`config.mk`:
```
export PLATFORM = sky130hd
export DESIGN_NAME = pwrdn_ctrl
export DESIGN_NICKNAME = d
export VERILOG_FILES = /design/src/rtl/pwrdn_pkg.sv /design/src/rtl/pwrdn_sync.sv /design/src/rtl/pwrdn_swreg.sv /design/src/rtl/pwrdn_outmap.sv /design/src/rtl/pwrdn_ctrl.sv
export SDC_FILE = /design/constraint.sdc
export NUM_CORES = 1
export LEC_CHECK = 0
export BUFFER_PORTS_ARGS = -buffer_cell sky130_fd_sc_hd__buf_2
export CAP_MARGIN = 15
export CORE_AREA = 2 2 39 41
export DETAILED_ROUTE_END_ITERATION = 16
export DIE_AREA = 0 0 41 43
export PLACE_DENSITY = 0.57
export SETUP_SLACK_MARGIN = 0.1
export SYNTH_ARGS = -nofsm -noshare
export SYNTH_HDL_FRONTEND = slang
export SYNTH_SLANG_ARGS = --single-unit
```
`constraint.sdc`:
```
create_clock -name clk -period 3 [get_ports clk]
set_clock_uncertainty 0.2 [all_clocks]
set_input_delay 0.6 -clock clk [delete_from_list [all_inputs] [get_ports clk]]
set_output_delay 0.6 -clock clk [all_outputs]
set_load 0.01 [all_outputs]
```
`src/rtl/pwrdn_pkg.sv`:
```
// Package: shared domain indices for the power-down controller.
// Assumes four domains in a fixed order that the output decode relies on.
package pwrdn_pkg;
    localparam int DOM_CORE = 0;  // digital core
    localparam int DOM_DAC  = 1;  // main DAC
    localparam int DOM_AUX  = 2;  // auxiliary DAC
    localparam int DOM_REF  = 3;  // reference-clock input path
    localparam int DOM_MIN  = 4;  // fewest domains the decode needs
endpackage

```
`src/rtl/pwrdn_sync.sv`:
```
// Module: multi-flop synchronizer for the asynchronous external pin.
// Assumes STAGES >= 2. The output is the last flop of the chain.
module pwrdn_sync #(
    parameter int STAGES = 2
) (
    input  logic clk,
    input  logic rst_n,
    input  logic din,
    output logic dout
);
    localparam int LAST = STAGES - 1;

    logic [LAST:0] chain;

    // Shift the pin value through the flop chain.
    always_ff @(posedge clk) begin
        if (!rst_n) chain <= '0;
        else        chain <= {chain[LAST-1:0], din};
    end

    assign dout = chain[LAST];

    initial begin
        if (STAGES < 2) $error("pwrdn_sync: STAGES must be at least 2");
    end
endmodule

```
`src/rtl/pwrdn_swreg.sv`:
```
// Module: software power-down register with write gating.
// While the core is off, only the core bit accepts write data.
// Assumes the domain order from pwrdn_pkg.
module pwrdn_swreg
    import pwrdn_pkg::*;
#(
    parameter int NUM_DOM = 4
) (
    input  logic               clk,
    input  logic               rst_n,
    input  logic               core_on,
    input  logic               wr_en,
    input  logic               wr_pd_sel,
    input  logic [NUM_DOM-1:0] wr_data,
    output logic [NUM_DOM-1:0] sw_pd
);
    localparam logic [NUM_DOM-1:0] CORE_MASK = NUM_DOM'(1) << DOM_CORE;

    logic               pd_write;
    logic [NUM_DOM-1:0] load_mask;

    // Pick which bits a write may touch.
    always_comb begin
        pd_write  = wr_en && wr_pd_sel;
        load_mask = core_on ? '1 : CORE_MASK;
    end

    // Hold the bits and load the allowed ones on a write.
    always_ff @(posedge clk) begin
        if (!rst_n)        sw_pd <= '0;
        else if (pd_write) sw_pd <= (sw_pd & ~load_mask) | (wr_data & load_mask);
    end

    // with the core off, a register write leaves bits 3..1 alone.
    a_r7_core_only_write: assert property (@(posedge clk) disable iff (!rst_n)
        (!core_on && wr_en && wr_pd_sel) |=> (sw_pd[NUM_DOM-1:1] == $past(sw_pd[NUM_DOM-1:1])));
endmodule

```
`src/rtl/pwrdn_outmap.sv`:
```
// Module: registered decode of the software bits and the override into
// domain enables and keep-alive outputs. Assumes ext_s is already
// synchronized. The mode input matters only while the override is active.
module pwrdn_outmap
    import pwrdn_pkg::*;
#(
    parameter int NUM_DOM = 4
) (
    input  logic               clk,
    input  logic               rst_n,
    input  logic               ext_s,
    input  logic               fast_recover,
    input  logic [NUM_DOM-1:0] sw_pd,
    output logic [NUM_DOM-1:0] dom_en,
    output logic               dac_bias_on,
    output logic               clk_path_on
);
    logic [NUM_DOM-1:0] pd_eff;
    logic               bias_nxt;
    logic               clkp_nxt;

    // Combine the override with the software bits.
    always_comb begin
        pd_eff   = ext_s ? '1 : sw_pd;
        bias_nxt = ext_s ? fast_recover : !sw_pd[DOM_DAC];
        clkp_nxt = ext_s ? fast_recover : !sw_pd[DOM_REF];
    end

    // Register every power control output.
    always_ff @(posedge clk) begin
        if (!rst_n) begin
            dom_en      <= '1;
            dac_bias_on <= 1'b1;
            clk_path_on <= 1'b1;
        end else begin
            dom_en      <= ~pd_eff;
            dac_bias_on <= bias_nxt;
            clk_path_on <= clkp_nxt;
        end
    end

    // software bits drive the enables when there is no override.
    a_r1_sw_control: assert property (@(posedge clk) disable iff (!rst_n)
        !ext_s |=> (dom_en == ~$past(sw_pd)));
    // the override powers down every domain.
    a_r2_override_all: assert property (@(posedge clk) disable iff (!rst_n)
        ext_s |=> (dom_en == '0));
    // fast-recovery override keeps the bias and the clock path alive.
    a_r3_fast_keep: assert property (@(posedge clk) disable iff (!rst_n)
        (ext_s && fast_recover) |=> (dac_bias_on && clk_path_on));
    // full override shuts down the bias and the clock path.
    a_r4_full_off: assert property (@(posedge clk) disable iff (!rst_n)
        (ext_s && !fast_recover) |=> (!dac_bias_on && !clk_path_on));
    // a software DAC power-down is always a full power-down.
    a_r5_sw_dac_full: assert property (@(posedge clk) disable iff (!rst_n)
        (!ext_s && sw_pd[DOM_DAC]) |=> !dac_bias_on);
    // the cycle after reset, every domain is enabled.
    a_r10_reset_state: assert property (@(posedge clk)
        !rst_n |=> (dom_en == '1 && dac_bias_on && clk_path_on));

    initial begin
        if (NUM_DOM < DOM_MIN) $error("pwrdn_outmap: NUM_DOM too small");
    end
endmodule

```
`src/rtl/pwrdn_ctrl.sv`:
```
// Module: top of the power-down controller. It synchronizes the external
// pin, holds the software bits, decodes the registered outputs and gates
// writes to the other registers while the core is off.
// Assumes the serial write strobe is synchronous to clk.
module pwrdn_ctrl
    import pwrdn_pkg::*;
#(
    parameter int NUM_DOM     = 4,
    parameter int SYNC_STAGES = 2
) (
    input  logic               clk,
    input  logic               rst_n,
    input  logic               ext_pd_pin,
    input  logic               fast_recover,
    input  logic               wr_en,
    input  logic               wr_pd_sel,
    input  logic [NUM_DOM-1:0] wr_data,
    output logic [NUM_DOM-1:0] dom_en,
    output logic               dac_bias_on,
    output logic               clk_path_on,
    output logic               wr_fwd
);
    logic               ext_s;
    logic [NUM_DOM-1:0] sw_pd;
    logic               core_on;

    pwrdn_sync #(.STAGES(SYNC_STAGES)) u_sync (
        .clk  (clk),
        .rst_n(rst_n),
        .din  (ext_pd_pin),
        .dout (ext_s)
    );

    pwrdn_swreg #(.NUM_DOM(NUM_DOM)) u_swreg (
        .clk      (clk),
        .rst_n    (rst_n),
        .core_on  (core_on),
        .wr_en    (wr_en),
        .wr_pd_sel(wr_pd_sel),
        .wr_data  (wr_data),
        .sw_pd    (sw_pd)
    );

    pwrdn_outmap #(.NUM_DOM(NUM_DOM)) u_outmap (
        .clk         (clk),
        .rst_n       (rst_n),
        .ext_s       (ext_s),
        .fast_recover(fast_recover),
        .sw_pd       (sw_pd),
        .dom_en      (dom_en),
        .dac_bias_on (dac_bias_on),
        .clk_path_on (clk_path_on)
    );

    // Core state used to gate the write path.
    assign core_on = dom_en[DOM_CORE];

    // Forward writes for other registers only while the core is powered.
    always_comb wr_fwd = wr_en && !wr_pd_sel && core_on;

    // no write reaches the other registers while the core is off.
    a_r6_gate_writes: assert property (@(posedge clk) disable iff (!rst_n)
        !dom_en[DOM_CORE] |-> !wr_fwd);
endmodule

```
==> results by group <==
Setup path
  • Type of the worst setup path: input pin to output pin
  • Launching instance or port of the critical path: wr_en
  • Slack of the worst reg-to-reg path: 1900 ps
  • Data arrival time of the critical path: 950 ps
  • Critical Path Source Type: input pin
  • Worst path slowest cell: buf_2
  • CP max stage delay: 130 ps
  • Critical path cell sequence: buf_2 > nand2_1 > nor2_1 > buf_2
  • Reg-to-Reg Start: u_outmap.dom_en[0]
  • Crit path required time: 2200 ps
  • Logic depth of the worst setup path including buffers: 4
  • Critical Path End Type: output pin
  • Cell type group with the largest total delay on the critical path: buffers and inverters
  • Last element of the critical path: wr_fwd
  • Cell with the most instances on the worst path: buf_2
  • Largest fanout of any net on the critical path: 4
  • Buffers plus inverters on the worst setup path: 2
  • Cells on worst reg2reg path: 2

Hold path
  • Worst Hold Class: flop to flop
  • Cell depth of the worst min-delay path: 1

Die
  • Chip width: 41 microns
  • Area of the core: 1380 sq um
  • Chip Height: 43 microns
  • Number of placement rows: 14
  • Area of the die: roughly 1800 sq um
  • Initial Utilization: 0.290
  • IO Pins: 17

Yosys
  • Synth Warn #: 0
  • Number of distinct library cell variants in the gate-level netlist after synthesis: 15
  • Post-synth ARST share: 0
  • Mean instance size in the synthesized netlist: 10.3 sq um
  • Cell count after synthesis: 39
  • Seq/Total Area, Yosys: 0.598
  • EDFF count, synth: 0
  • Cell taking the most area after synthesis: dfxtp_1
  • Flip-flop and latch count after synthesis: 12
  • Total nets after synthesis: 49
  • Top_reg_cell synth: dfxtp_1
  • Top cells by count, synth: dfxtp_1 (12), nand2_1 (8), mux2i_1 (3), o21ai_0 (3)
  • Top post-synthesis cells by area: dfxtp_1 (60%), mux2i_1 (7.5%), nand2_1 (7.5%)
  • Post-synth top area share: 0.598
  • Post-synthesis instance area: 402 sq um
  • Cell with the most instances after synthesis: dfxtp_1

Power
  • Static Leak: 0.000228 uW
  • Power density of the placed cells: 624 nW/um^2
  • Total Power: roughly 320 uW
  • Largest voltage drop on the vdd net: 0.175 mV

Clock network
  • Clock tree sinks: 12
  • Depth of the CTS H-tree: 1
  • Clock network latency to the later pin of the worst-skew pair: 270 ps
  • TritonCTS clock tree: built
  • CTS-repair resized insts: 0
  • Clock transition time at the flip-flop clock pins of the worst setup and hold paths: 70 ps
  • Total clock buffers created by CTS: 3
  • Clock tree root driver cell: clkbuf_4
  • Post-cts hold buffer count: 0
  • Post-CTS setup buffer count: 0
  • Clk buf depth: 2

STA
  • Min cycle time layout: 1750 ps
  • Hold_ws: 238 ps
  • Max Freq: 570 MHz
  • RSZ-0062 raised after global routing: false
  • Endpoints failing hold: 0
  • Sum of negative setup slack: 0 ps
  • Period utilisation layout: 0.585
  • Headroom to the max-slew limit: 0.861
  • Slew Viols, Final: 0
  • Transition time at the pin with the least slew margin: 208 ps
  • Number of endpoints failing setup at the final stage: 0

Finish
  • Share of post-route cells with drive strength above 1: 0.375
  • Post-route cell area: 514 sq um
  • Layout Area Growth over Synthesis: 28.0%
  • Antenna diode instance count: 0
  • Net count, final: 67
  • Area taken by multi-input logic gates: approximately 140 sq um
  • Area taken by flip-flops and latches: 240 sq um
  • Final non-filler cell total: 72
  • Fill count: 153

Placement
  • Post-Place Cells: 68
  • Cell area after placement: 478 sq um
  • Count of buffers inserted at the top-level ports: 16
  • Gp weighted congestion: between 0.6 and 0.7

Route
  • Routed wl met2: 275 microns
  • Via total after detailed routing: 302
  • Top metal layer carrying routed signals: met4
  • Vias per cell: 4.19
  • DRC viols: 0
  • 1st-iter DRT viols: 2
  • Wire length after detailed routing: 679 microns
  • Routed metal-1 wirelength: 320 microns
  • Detailed-route wire length per cell: 9.43 microns
  • Number of nets with antenna violations after detailed routing: 0
  • Met3 wire len: 55 microns
  • First-pass iteration count of the detailed router: 2

Status
  • Run status: completed

Global route
  • Initial antenna violation count: 0
  • Overflow left after global routing: 0
  • Pin count of the biggest net entering global routing: 14
  • Tot GR Track Use: 0.0927
  • Vias in the first global route: 255
  • Wire length of the first global-routing pass: 1.04 mm

Job
  • Max Cap Violations: 0
## metrics by stage
| step | util | setup slack, ps |
|---|---|---|
| floorplan | - | 1410 |
| global placement | 0.345 | 1270 |
| detailed placement | 0.345 | 1240 |
| CTS | 0.372 | 1240 |
| global route | 0.372 | 1220 |
| finish | 0.372 | 1250 |
## power by group
group,internal [uW],switching (uW)
Sequential,167,2.96
Clock,73.7,51.3
Combinational,13.1,12.5
Total,254,66.8
## routing by layer
metal	GRT usage	up-vias
met2	0.116	14
li1	-	159
met3	0.0314	4
met5	0	-
met1	0.111	125
met4	0.100	0
## cells in the final DEF, fill, tap and decap left out, drive strengths merged
cell type and instances:
nand2 8, and2 2, o21ai 4, nand2b 2
and3 2, clkbuf 4, a21boi 1, dfxtp 12
nor2 1, buf 16, o21a 1, mux2i 3
## layout make-up
class                      instances  share of cell area
multi-input combinational         24               0.268
sequential                        12               0.467
tap                               16              0.0389
clock buffer                       4              0.0706
timing repair buffer              16               0.156
## kinds of logic after synthesis
kind of cell	synth area share
muxes	0.0748
AOI/OAI and AO/OA	0.0872
and+or+nand+nor	0.181
DFF	0.598
buffers and inverters	0.0592
## how the worst min path moves through the flow
stage | start | to | slack [ps]
after floorplan | u_sync.chain[0] | u_sync.chain[1] | 210
after global placement | u_sync.chain[0] | u_sync.chain[1] | 220
after detailed placement | u_sync.chain[0] | u_sync.chain[1] | 220
after CTS | u_sync.chain[0] | u_sync.chain[1] | 240
after global routing | flop | flop | 270
final | u_sync.chain[0] | u_sync.chain[1] | 240
(Power assumes the default switching activity.)
